===== src/rtl/dma_irq_pkg.sv =====
package dma_irq_pkg;
  localparam int REG_W     = 16;
  localparam int BIT_TOUT  = 0;
  localparam int BIT_DROP  = 1;
  localparam int BIT_FRAME = 3;
  localparam int BIT_BLOCK = 5;
  localparam int BIT_RUN   = 7;
  localparam logic [REG_W-1:0] EVT_MASK = (REG_W'(1) << BIT_TOUT) | (REG_W'(1) << BIT_DROP) |
                                          (REG_W'(1) << BIT_FRAME) | (REG_W'(1) << BIT_BLOCK);
  typedef enum logic [1:0] {
    SEL_CTRL = 2'd0,
    SEL_IEN  = 2'd1,
    SEL_STAT = 2'd2,
    SEL_NONE = 2'd3
  } reg_sel_e;
endpackage


===== src/rtl/dma_reg_decode.sv =====
module dma_reg_decode #(
  parameter int NUM_CH = 4,
  parameter int CH_W   = (NUM_CH > 1) ? $clog2(NUM_CH) : 1
) (
  input  logic              req_i,
  input  logic              wr_i,
  input  logic [1:0]        sel_i,
  input  logic [CH_W-1:0]   ch_i,
  output logic [NUM_CH-1:0] ctrl_we_o,
  output logic [NUM_CH-1:0] ien_we_o,
  output logic [NUM_CH-1:0] stat_rd_o
);
  import dma_irq_pkg::*;

  for (genvar c = 0; c < NUM_CH; c++) begin : g_dec
    logic hit;
    assign hit          = req_i && (ch_i == CH_W'(c));
    assign ctrl_we_o[c] = hit && wr_i  && (sel_i == SEL_CTRL);
    assign ien_we_o[c]  = hit && wr_i  && (sel_i == SEL_IEN);
    assign stat_rd_o[c] = hit && !wr_i && (sel_i == SEL_STAT);
  end

  always_comb begin
    if (req_i) assert ($countones(ctrl_we_o | ien_we_o | stat_rd_o) <= 1)
      else $error("p_one_strobe_r10");
  end
endmodule


===== src/rtl/dma_ch_status.sv =====
module dma_ch_status
  import dma_irq_pkg::*;
(
  input  logic             clk_i,
  input  logic             rst_ni,
  input  logic             ctrl_we_i,
  input  logic             ien_we_i,
  input  logic             stat_rd_i,
  input  logic [REG_W-1:0] wdata_i,
  input  logic             ev_timeout_i,
  input  logic             ev_drop_i,
  input  logic             ev_frame_i,
  input  logic             ev_block_i,
  output logic [REG_W-1:0] ctrl_o,
  output logic [REG_W-1:0] ien_o,
  output logic [REG_W-1:0] stat_o,
  output logic             irq_o,
  output logic             active_o
);
  logic [REG_W-1:0] stat_q, ien_q, ev_vec;
  logic             run_q, act_q;

  always_comb begin
    ev_vec            = '0;
    ev_vec[BIT_TOUT]  = ev_timeout_i;
    ev_vec[BIT_DROP]  = ev_drop_i;
    ev_vec[BIT_FRAME] = ev_frame_i;
    ev_vec[BIT_BLOCK] = ev_block_i;
  end

  // clear-on-read, but same-cycle events survive
  always_ff @(posedge clk_i or negedge rst_ni) begin
    if (!rst_ni) stat_q <= '0;
    else         stat_q <= (stat_rd_i ? '0 : stat_q) | ev_vec;
  end

  always_ff @(posedge clk_i or negedge rst_ni) begin
    if (!rst_ni)       ien_q <= '0;
    else if (ien_we_i) ien_q <= wdata_i & EVT_MASK;
  end

  // software start outranks block-done in the same cycle
  always_ff @(posedge clk_i or negedge rst_ni) begin
    if (!rst_ni) begin
      run_q <= 1'b0;
      act_q <= 1'b0;
    end else if (ctrl_we_i) begin
      run_q <= wdata_i[BIT_RUN];
      act_q <= wdata_i[BIT_RUN];
    end else if (ev_block_i) begin
      act_q <= 1'b0;
    end
  end

  always_comb begin
    ctrl_o          = '0;
    ctrl_o[BIT_RUN] = run_q;
  end
  assign ien_o    = ien_q;
  assign stat_o   = stat_q;
  assign irq_o    = |(stat_q & ien_q);
  assign active_o = act_q;

  p_read_clears_r4: assert property (@(posedge clk_i) disable iff (!rst_ni)
    (stat_rd_i && !ev_timeout_i && !ev_drop_i && !ev_frame_i && !ev_block_i) |=> (stat_o == '0));
  p_event_kept_r5: assert property (@(posedge clk_i) disable iff (!rst_ni)
    ev_frame_i |=> stat_o[BIT_FRAME]);
  p_reserved_zero_r3: assert property (@(posedge clk_i) disable iff (!rst_ni)
    (stat_o & ~EVT_MASK) == '0);
  p_block_drops_active_r8: assert property (@(posedge clk_i) disable iff (!rst_ni)
    (ev_block_i && !ctrl_we_i) |=> !active_o);
  p_stop_clears_r9: assert property (@(posedge clk_i) disable iff (!rst_ni)
    (ctrl_we_i && !wdata_i[BIT_RUN]) |=> (!active_o && ctrl_o == '0));
  p_no_irq_disabled_r6: assert property (@(posedge clk_i) disable iff (!rst_ni)
    (ien_we_i && wdata_i == '0) |=> !irq_o);
endmodule


===== src/rtl/dma_irq_status.sv =====
module dma_irq_status
  import dma_irq_pkg::*;
#(
  parameter int NUM_CH = 4,
  parameter int CH_W   = (NUM_CH > 1) ? $clog2(NUM_CH) : 1
) (
  input  logic              clk_i,
  input  logic              rst_ni,
  input  logic              reg_req_i,
  input  logic              reg_wr_i,
  input  logic [1:0]        reg_sel_i,
  input  logic [CH_W-1:0]   reg_ch_i,
  input  logic [15:0]       reg_wdata_i,
  output logic [15:0]       reg_rdata_o,
  input  logic [NUM_CH-1:0] ev_timeout_i,
  input  logic [NUM_CH-1:0] ev_drop_i,
  input  logic [NUM_CH-1:0] ev_frame_i,
  input  logic [NUM_CH-1:0] ev_block_i,
  output logic [NUM_CH-1:0] irq_o,
  output logic [NUM_CH-1:0] active_o
);
  logic [NUM_CH-1:0] ctrl_we, ien_we, stat_rd;
  logic [REG_W-1:0]  ctrl_w [NUM_CH];
  logic [REG_W-1:0]  ien_w  [NUM_CH];
  logic [REG_W-1:0]  stat_w [NUM_CH];

  dma_reg_decode #(.NUM_CH(NUM_CH), .CH_W(CH_W)) u_dec (
    .req_i     (reg_req_i),
    .wr_i      (reg_wr_i),
    .sel_i     (reg_sel_i),
    .ch_i      (reg_ch_i),
    .ctrl_we_o (ctrl_we),
    .ien_we_o  (ien_we),
    .stat_rd_o (stat_rd)
  );

  for (genvar c = 0; c < NUM_CH; c++) begin : g_ch
    dma_ch_status u_ch (
      .clk_i        (clk_i),
      .rst_ni       (rst_ni),
      .ctrl_we_i    (ctrl_we[c]),
      .ien_we_i     (ien_we[c]),
      .stat_rd_i    (stat_rd[c]),
      .wdata_i      (reg_wdata_i),
      .ev_timeout_i (ev_timeout_i[c]),
      .ev_drop_i    (ev_drop_i[c]),
      .ev_frame_i   (ev_frame_i[c]),
      .ev_block_i   (ev_block_i[c]),
      .ctrl_o       (ctrl_w[c]),
      .ien_o        (ien_w[c]),
      .stat_o       (stat_w[c]),
      .irq_o        (irq_o[c]),
      .active_o     (active_o[c])
    );
  end

  always_comb begin
    reg_rdata_o = '0;
    for (int c = 0; c < NUM_CH; c++) begin
      if (reg_req_i && !reg_wr_i && reg_ch_i == CH_W'(c)) begin
        unique case (reg_sel_i)
          SEL_CTRL: reg_rdata_o = ctrl_w[c];
          SEL_IEN:  reg_rdata_o = ien_w[c];
          SEL_STAT: reg_rdata_o = stat_w[c];
          default:  reg_rdata_o = '0;
        endcase
      end
    end
  end

  p_idle_rdata_zero_r1: assert property (@(posedge clk_i) disable iff (!rst_ni)
    !reg_req_i |-> (reg_rdata_o == '0));
endmodule


===== config.mk =====
export PLATFORM = sky130hd
export DESIGN_NAME = dma_irq_status
export DESIGN_NICKNAME = d
export VERILOG_FILES = /design/src/rtl/dma_irq_pkg.sv /design/src/rtl/dma_reg_decode.sv /design/src/rtl/dma_ch_status.sv /design/src/rtl/dma_irq_status.sv
export SDC_FILE = /design/constraint.sdc
export NUM_CORES = 1
export LEC_CHECK = 0
export BUFFER_PORTS_ARGS = -buffer_cell sky130_fd_sc_hd__buf_4
export CORE_ASPECT_RATIO = 1.5
export CORE_MARGIN = 1
export CORE_UTILIZATION = 30
export CTS_BUF_LIST = sky130_fd_sc_hd__clkbuf_4
export DETAILED_ROUTE_END_ITERATION = 16
export GPL_TIMING_DRIVEN = 0
export PLACE_DENSITY_LB_ADDON = 0.08
export SYNTH_ARGS = -nofsm -noshare
export SYNTH_HDL_FRONTEND = slang
export SYNTH_SLANG_ARGS = --single-unit

===== constraint.sdc =====
create_clock -name clk_i -period 3.4 [get_ports clk_i]
set_clock_uncertainty 0.1 [all_clocks]
set_input_delay 0.68 -clock clk_i [delete_from_list [all_inputs] [get_ports clk_i]]
set_output_delay 0.68 -clock clk_i [all_outputs]
set_load 0.01 [all_outputs]

==> flow_summary.html <==
<table>
<tr><th>Metric</th><th>Value</th></tr>
<tr><th colspan="2">Run status</th></tr>
<tr><td>Outcome</td><td>finished clean</td></tr>
<tr><th colspan="2">Synth</th></tr>
<tr><td>Post-synth cell types</td><td>30</td></tr>
<tr><td>Most frequently used cell type in the post-synthesis netlist</td><td>dfrtp_1</td></tr>
<tr><td>Most frequent cells after synthesis</td><td>dfrtp_1 (40), buf_4 (20), a21o_1 (16), mux2_2 (16), nand2_1 (16)</td></tr>
<tr><td>Yosys warning total</td><td>0</td></tr>
<tr><td>Share of Yosys cell area claimed by the top area cell type</td><td>0.470</td></tr>
<tr><td>Biggest area consumer among synthesized cells</td><td>dfrtp_1</td></tr>
<tr><td>Register area share after synthesis</td><td>0.470</td></tr>
<tr><td>Leading post-synthesis cells by cell area</td><td>dfrtp_1 (47%), mux2_2 (8.5%), buf_4 (7.1%)</td></tr>
<tr><td>Async set-or-reset flop fraction in the synthesized netlist</td><td>1.00</td></tr>
<tr><td>Post-synthesis cell count</td><td>187</td></tr>
<tr><td>Synthesized area per cell</td><td>11.4 µm²</td></tr>
<tr><td>Netlist Area Pre-Place</td><td>about 2100 µm²</td></tr>
<tr><td>Number of enable flip-flop cells after synthesis</td><td>0</td></tr>
<tr><td>Top flip-flop cell by instance count after synthesis</td><td>dfrtp_1</td></tr>
<tr><td>Flip-flop and latch count after synthesis</td><td>40</td></tr>
<tr><th colspan="2">Floorplan</th></tr>
<tr><td>Die area</td><td>around 7400 µm²</td></tr>
<tr><td>Initial Util</td><td>0.311</td></tr>
<tr><td>Core area</td><td>6850 µm²</td></tr>
<tr><td>Die Ht</td><td>approximately 110 µm</td></tr>
<tr><td>Placement Rows</td><td>37</td></tr>
<tr><td>Horizontal die dimension</td><td>roughly 70 µm</td></tr>
<tr><td>Num ports</td><td>64</td></tr>
<tr><th colspan="2">STA</th></tr>
<tr><td>Transition at the pin with the smallest max-transition slack</td><td>around 530 ps</td></tr>
<tr><td>Upper clock frequency limit</td><td>371 MHz</td></tr>
<tr><td>Worst-case hold slack</td><td>197 ps</td></tr>
<tr><td>Hold Fails Final Rpt</td><td>0</td></tr>
<tr><td>Minimum period implied by the final worst setup slack</td><td>2690 ps</td></tr>
<tr><td>Final worst-path cycle share</td><td>0.793</td></tr>
<tr><td>Setup Total Neg Slack</td><td>0 ps</td></tr>
<tr><td>Setup Viol. Count Final</td><td>0</td></tr>
<tr><td>Relative slew margins</td><td>0.649</td></tr>
<tr><td>Setup repair after global routing missed its margin</td><td>false</td></tr>
<tr><td>Worst Slack Setup Final</td><td>approximately 700 ps</td></tr>
<tr><td>Final-report max-slew violation count</td><td>0</td></tr>
<tr><th colspan="2">Clock tree</th></tr>
<tr><td>Master cell of the clock root buffer</td><td>clkbuf_4</td></tr>
<tr><td>Hold buffer count at cts</td><td>0</td></tr>
<tr><td>Clock Sinks</td><td>40</td></tr>
<tr><td>Clock tree buffer depth</td><td>2</td></tr>
<tr><td>Post-cts repair resize count</td><td>0</td></tr>
<tr><td>Worst skew pair latency</td><td>340 ps</td></tr>
<tr><td>Number of buffers created by CTS</td><td>5</td></tr>
<tr><td>Clock transition at path regs</td><td>between 100 and 150 ps</td></tr>
<tr><td>H-Tree Level Count</td><td>2</td></tr>
<tr><td>Setup repair bufs after CTS</td><td>0</td></tr>
<tr><td>TritonCTS clock tree</td><td>done</td></tr>
<tr><th colspan="2">Final layout</th></tr>
<tr><td>Total of fill cells in the finished design</td><td>716</td></tr>
<tr><td>Share of layout cells above drive strength 1</td><td>0.389</td></tr>
<tr><td>Area of combinational cells with multiple inputs</td><td>993 µm²</td></tr>
<tr><td>Total number of nets in the final design</td><td>284</td></tr>
<tr><td>Fin cells</td><td>322</td></tr>
<tr><td>Final antenna diode count</td><td>0</td></tr>
<tr><td>Area of all sequential standard cells</td><td>1000 µm²</td></tr>
<tr><td>Post-synthesis to final-layout area growth</td><td>22.8%</td></tr>
<tr><td>Utilization after layout</td><td>0.382</td></tr>
<tr><td>Non-Filler Cell Area, Final</td><td>2620 µm²</td></tr>
<tr><th colspan="2">Min path</th></tr>
<tr><td>Hold WC Path Type</td><td>in -&gt; async</td></tr>
<tr><th colspan="2">Global route</th></tr>
<tr><td>Maximum number of pins on one net before global-route repair</td><td>41</td></tr>
<tr><td>Wire length of the first global-routing pass</td><td>8410 µm</td></tr>
<tr><td>Overall Global Routing Usage</td><td>0.148</td></tr>
<tr><td>Initial antenna violation count</td><td>0</td></tr>
<tr><td>Number of global-route vias before repair</td><td>around 1600</td></tr>
<tr><td>Grt total ovfl</td><td>0</td></tr>
<tr><th colspan="2">Power and ir drop</th></tr>
<tr><td>Proportion of power drawn by combinational gates</td><td>0.237</td></tr>
<tr><td>Switching portion of total power</td><td>0.279</td></tr>
<tr><td>Part of the total power dissipated in sequential elements</td><td>0.539</td></tr>
<tr><td>Net switching power</td><td>292 µW</td></tr>
<tr><td>Power per cell area</td><td>between 400 and 500 nW/µm²</td></tr>
<tr><td>Relative contribution of the clock network to total power</td><td>0.224</td></tr>
<tr><td>Worst IR Drop VDD</td><td>201 µV</td></tr>
<tr><td>Total power after layout</td><td>1.05 mW</td></tr>
<tr><td>Static power due to leakage</td><td>between 1 and 1.5 nW</td></tr>
<tr><td>Design internal power</td><td>756 µW</td></tr>
<tr><th colspan="2">Placement</th></tr>
<tr><td>HPWL reported at the end of detailed placement</td><td>3950 µm</td></tr>
<tr><td>Cell Count Post-Placement</td><td>315</td></tr>
<tr><td>Place WS</td><td>668 ps</td></tr>
<tr><td>I/O Buffers</td><td>40</td></tr>
<tr><td>Area after detailed placement</td><td>2560 µm²</td></tr>
<tr><td>Final weighted congestion of routability-driven global placement</td><td>0.748</td></tr>
<tr><th colspan="2">Routing</th></tr>
<tr><td>Residual antenna-violating net count after detailed routing</td><td>0</td></tr>
<tr><td>Router iterations before antenna repair</td><td>12</td></tr>
<tr><td>Detailed-route vias per instance</td><td>4.79</td></tr>
<tr><td>Overall via count from detail_route</td><td>1541</td></tr>
<tr><td>Number of DRC violations after detailed-routing iteration 0</td><td>49</td></tr>
<tr><td>Total detailed-routing wirelength</td><td>5050 µm</td></tr>
<tr><td>Count of unresolved DRC violations after routing</td><td>0</td></tr>
<tr><td>Wire per inst</td><td>between 15 and 20 µm</td></tr>
<tr><th colspan="2">Worst setup path</th></tr>
<tr><td>Critical path launch point type</td><td>input port</td></tr>
<tr><td>WP data arrival</td><td>1910 ps</td></tr>
<tr><td>Worst Setup Path Type</td><td>in -&gt; out</td></tr>
<tr><td>Top fanout value on the critical path</td><td>10</td></tr>
<tr><td>Category of the worst setup path capture point</td><td>primary output</td></tr>
<tr><td>Req. time, crit path</td><td>2620 ps</td></tr>
<tr><th colspan="2">Job</th></tr>
<tr><td>Number of max-cap violations</td><td>0</td></tr>
</table>
## layout by cell type, fill, tap and decap left out, types with 2 or more instances in the layout
master and count:
buf_4 60, dfrtp_1 40, mux2_2 16, nand2_1 16, a21o_1 16, mux2i_1 12
conb_1 11, nand3_1 8, a22oi_1 8, nor2b_1 6, o21ai_0 6, clkbuf_4 6
nor2_1 5, nand2b_1 4, o22a_1 4, o221ai_1 4, mux2_4 4, buf_2 3
and4bb_2 2
## metal layers
metal / wire [µm] / track usage / vias up
met5: 0 / 0 / -
met4: 61 / 0.0386 / 0
met3: 187 / 0.0280 / 5
met2: 2660 / 0.261 / 40
met1: 2140 / 0.181 / 734
li1: - / - / 762
## path summary, 6_finish.rpt
path                                       start                endpoint  cells past startpoint  slack [ps]
setup reg to reg           g_ch[0].u_ch.ien_o[5]   g_ch[0].u_ch.ien_o[5]                      1        2500
min in group clk_i               ev_timeout_i[1]  g_ch[1].u_ch.stat_o[0]                      2         400
max in group asynchronous                 rst_ni   g_ch[2].u_ch.ien_o[1]                      1        2640
hold reg to reg               g_ch[0].u_ch.run_q      g_ch[0].u_ch.run_q                      2         420
setup / recovery                     reg_ch_i[0]          reg_rdata_o[5]                      6         710
hold / removal                            rst_ni  g_ch[1].u_ch.stat_o[3]                      1         200
## logic make-up (layout without fill, tap and decap cells)
logic type      Yosys count  after routing  synth area share
buf+inv                  25             72            0.0811
flops                    40             40             0.470
other cells               1             11           0.00176
mux                      33             33             0.180
simple gates             48             48             0.128
compound gates           40             40             0.139
## area by class of cell
class / instances / area share
buffer: 24 / 0.0646
sequential: 40 / 0.383
clock inverter: 1 / 0.00191
clock buffer: 6 / 0.0172
multi-input combinational: 132 / 0.380
tap: 78 / 0.0373
timing repair buffer: 40 / 0.115
inverter: 1 / 0.00144
## critical path: stages
cell	delay, ps
buf_2	190
buf_2	280
mux2_2	360
nand3_1	80
o221ai_1	130
buf_4	170
## state kept, by name, indices dropped and copies added, names as in the netlist
| name | cells |
|---|---|
| g_ch.u_ch.ien_o | 16 |
| g_ch.u_ch.stat_o | 16 |
| g_ch.u_ch.active_o | 4 |
| g_ch.u_ch.run_q | 4 |
## power groups by stage
stage | registers, mW | clock network, mW | logic, mW
detailed placement | 0.575 | 0 | 0.251
CTS | 0.565 | 0.250 | 0.252
finish | 0.564 | 0.235 | 0.248
global placement | 0.574 | 0 | 0.249
global route | 0.571 | 0.267 | 0.277
floorplan | 0.558 | 0 | 0.163
Power figures use the tool's default switching activity.
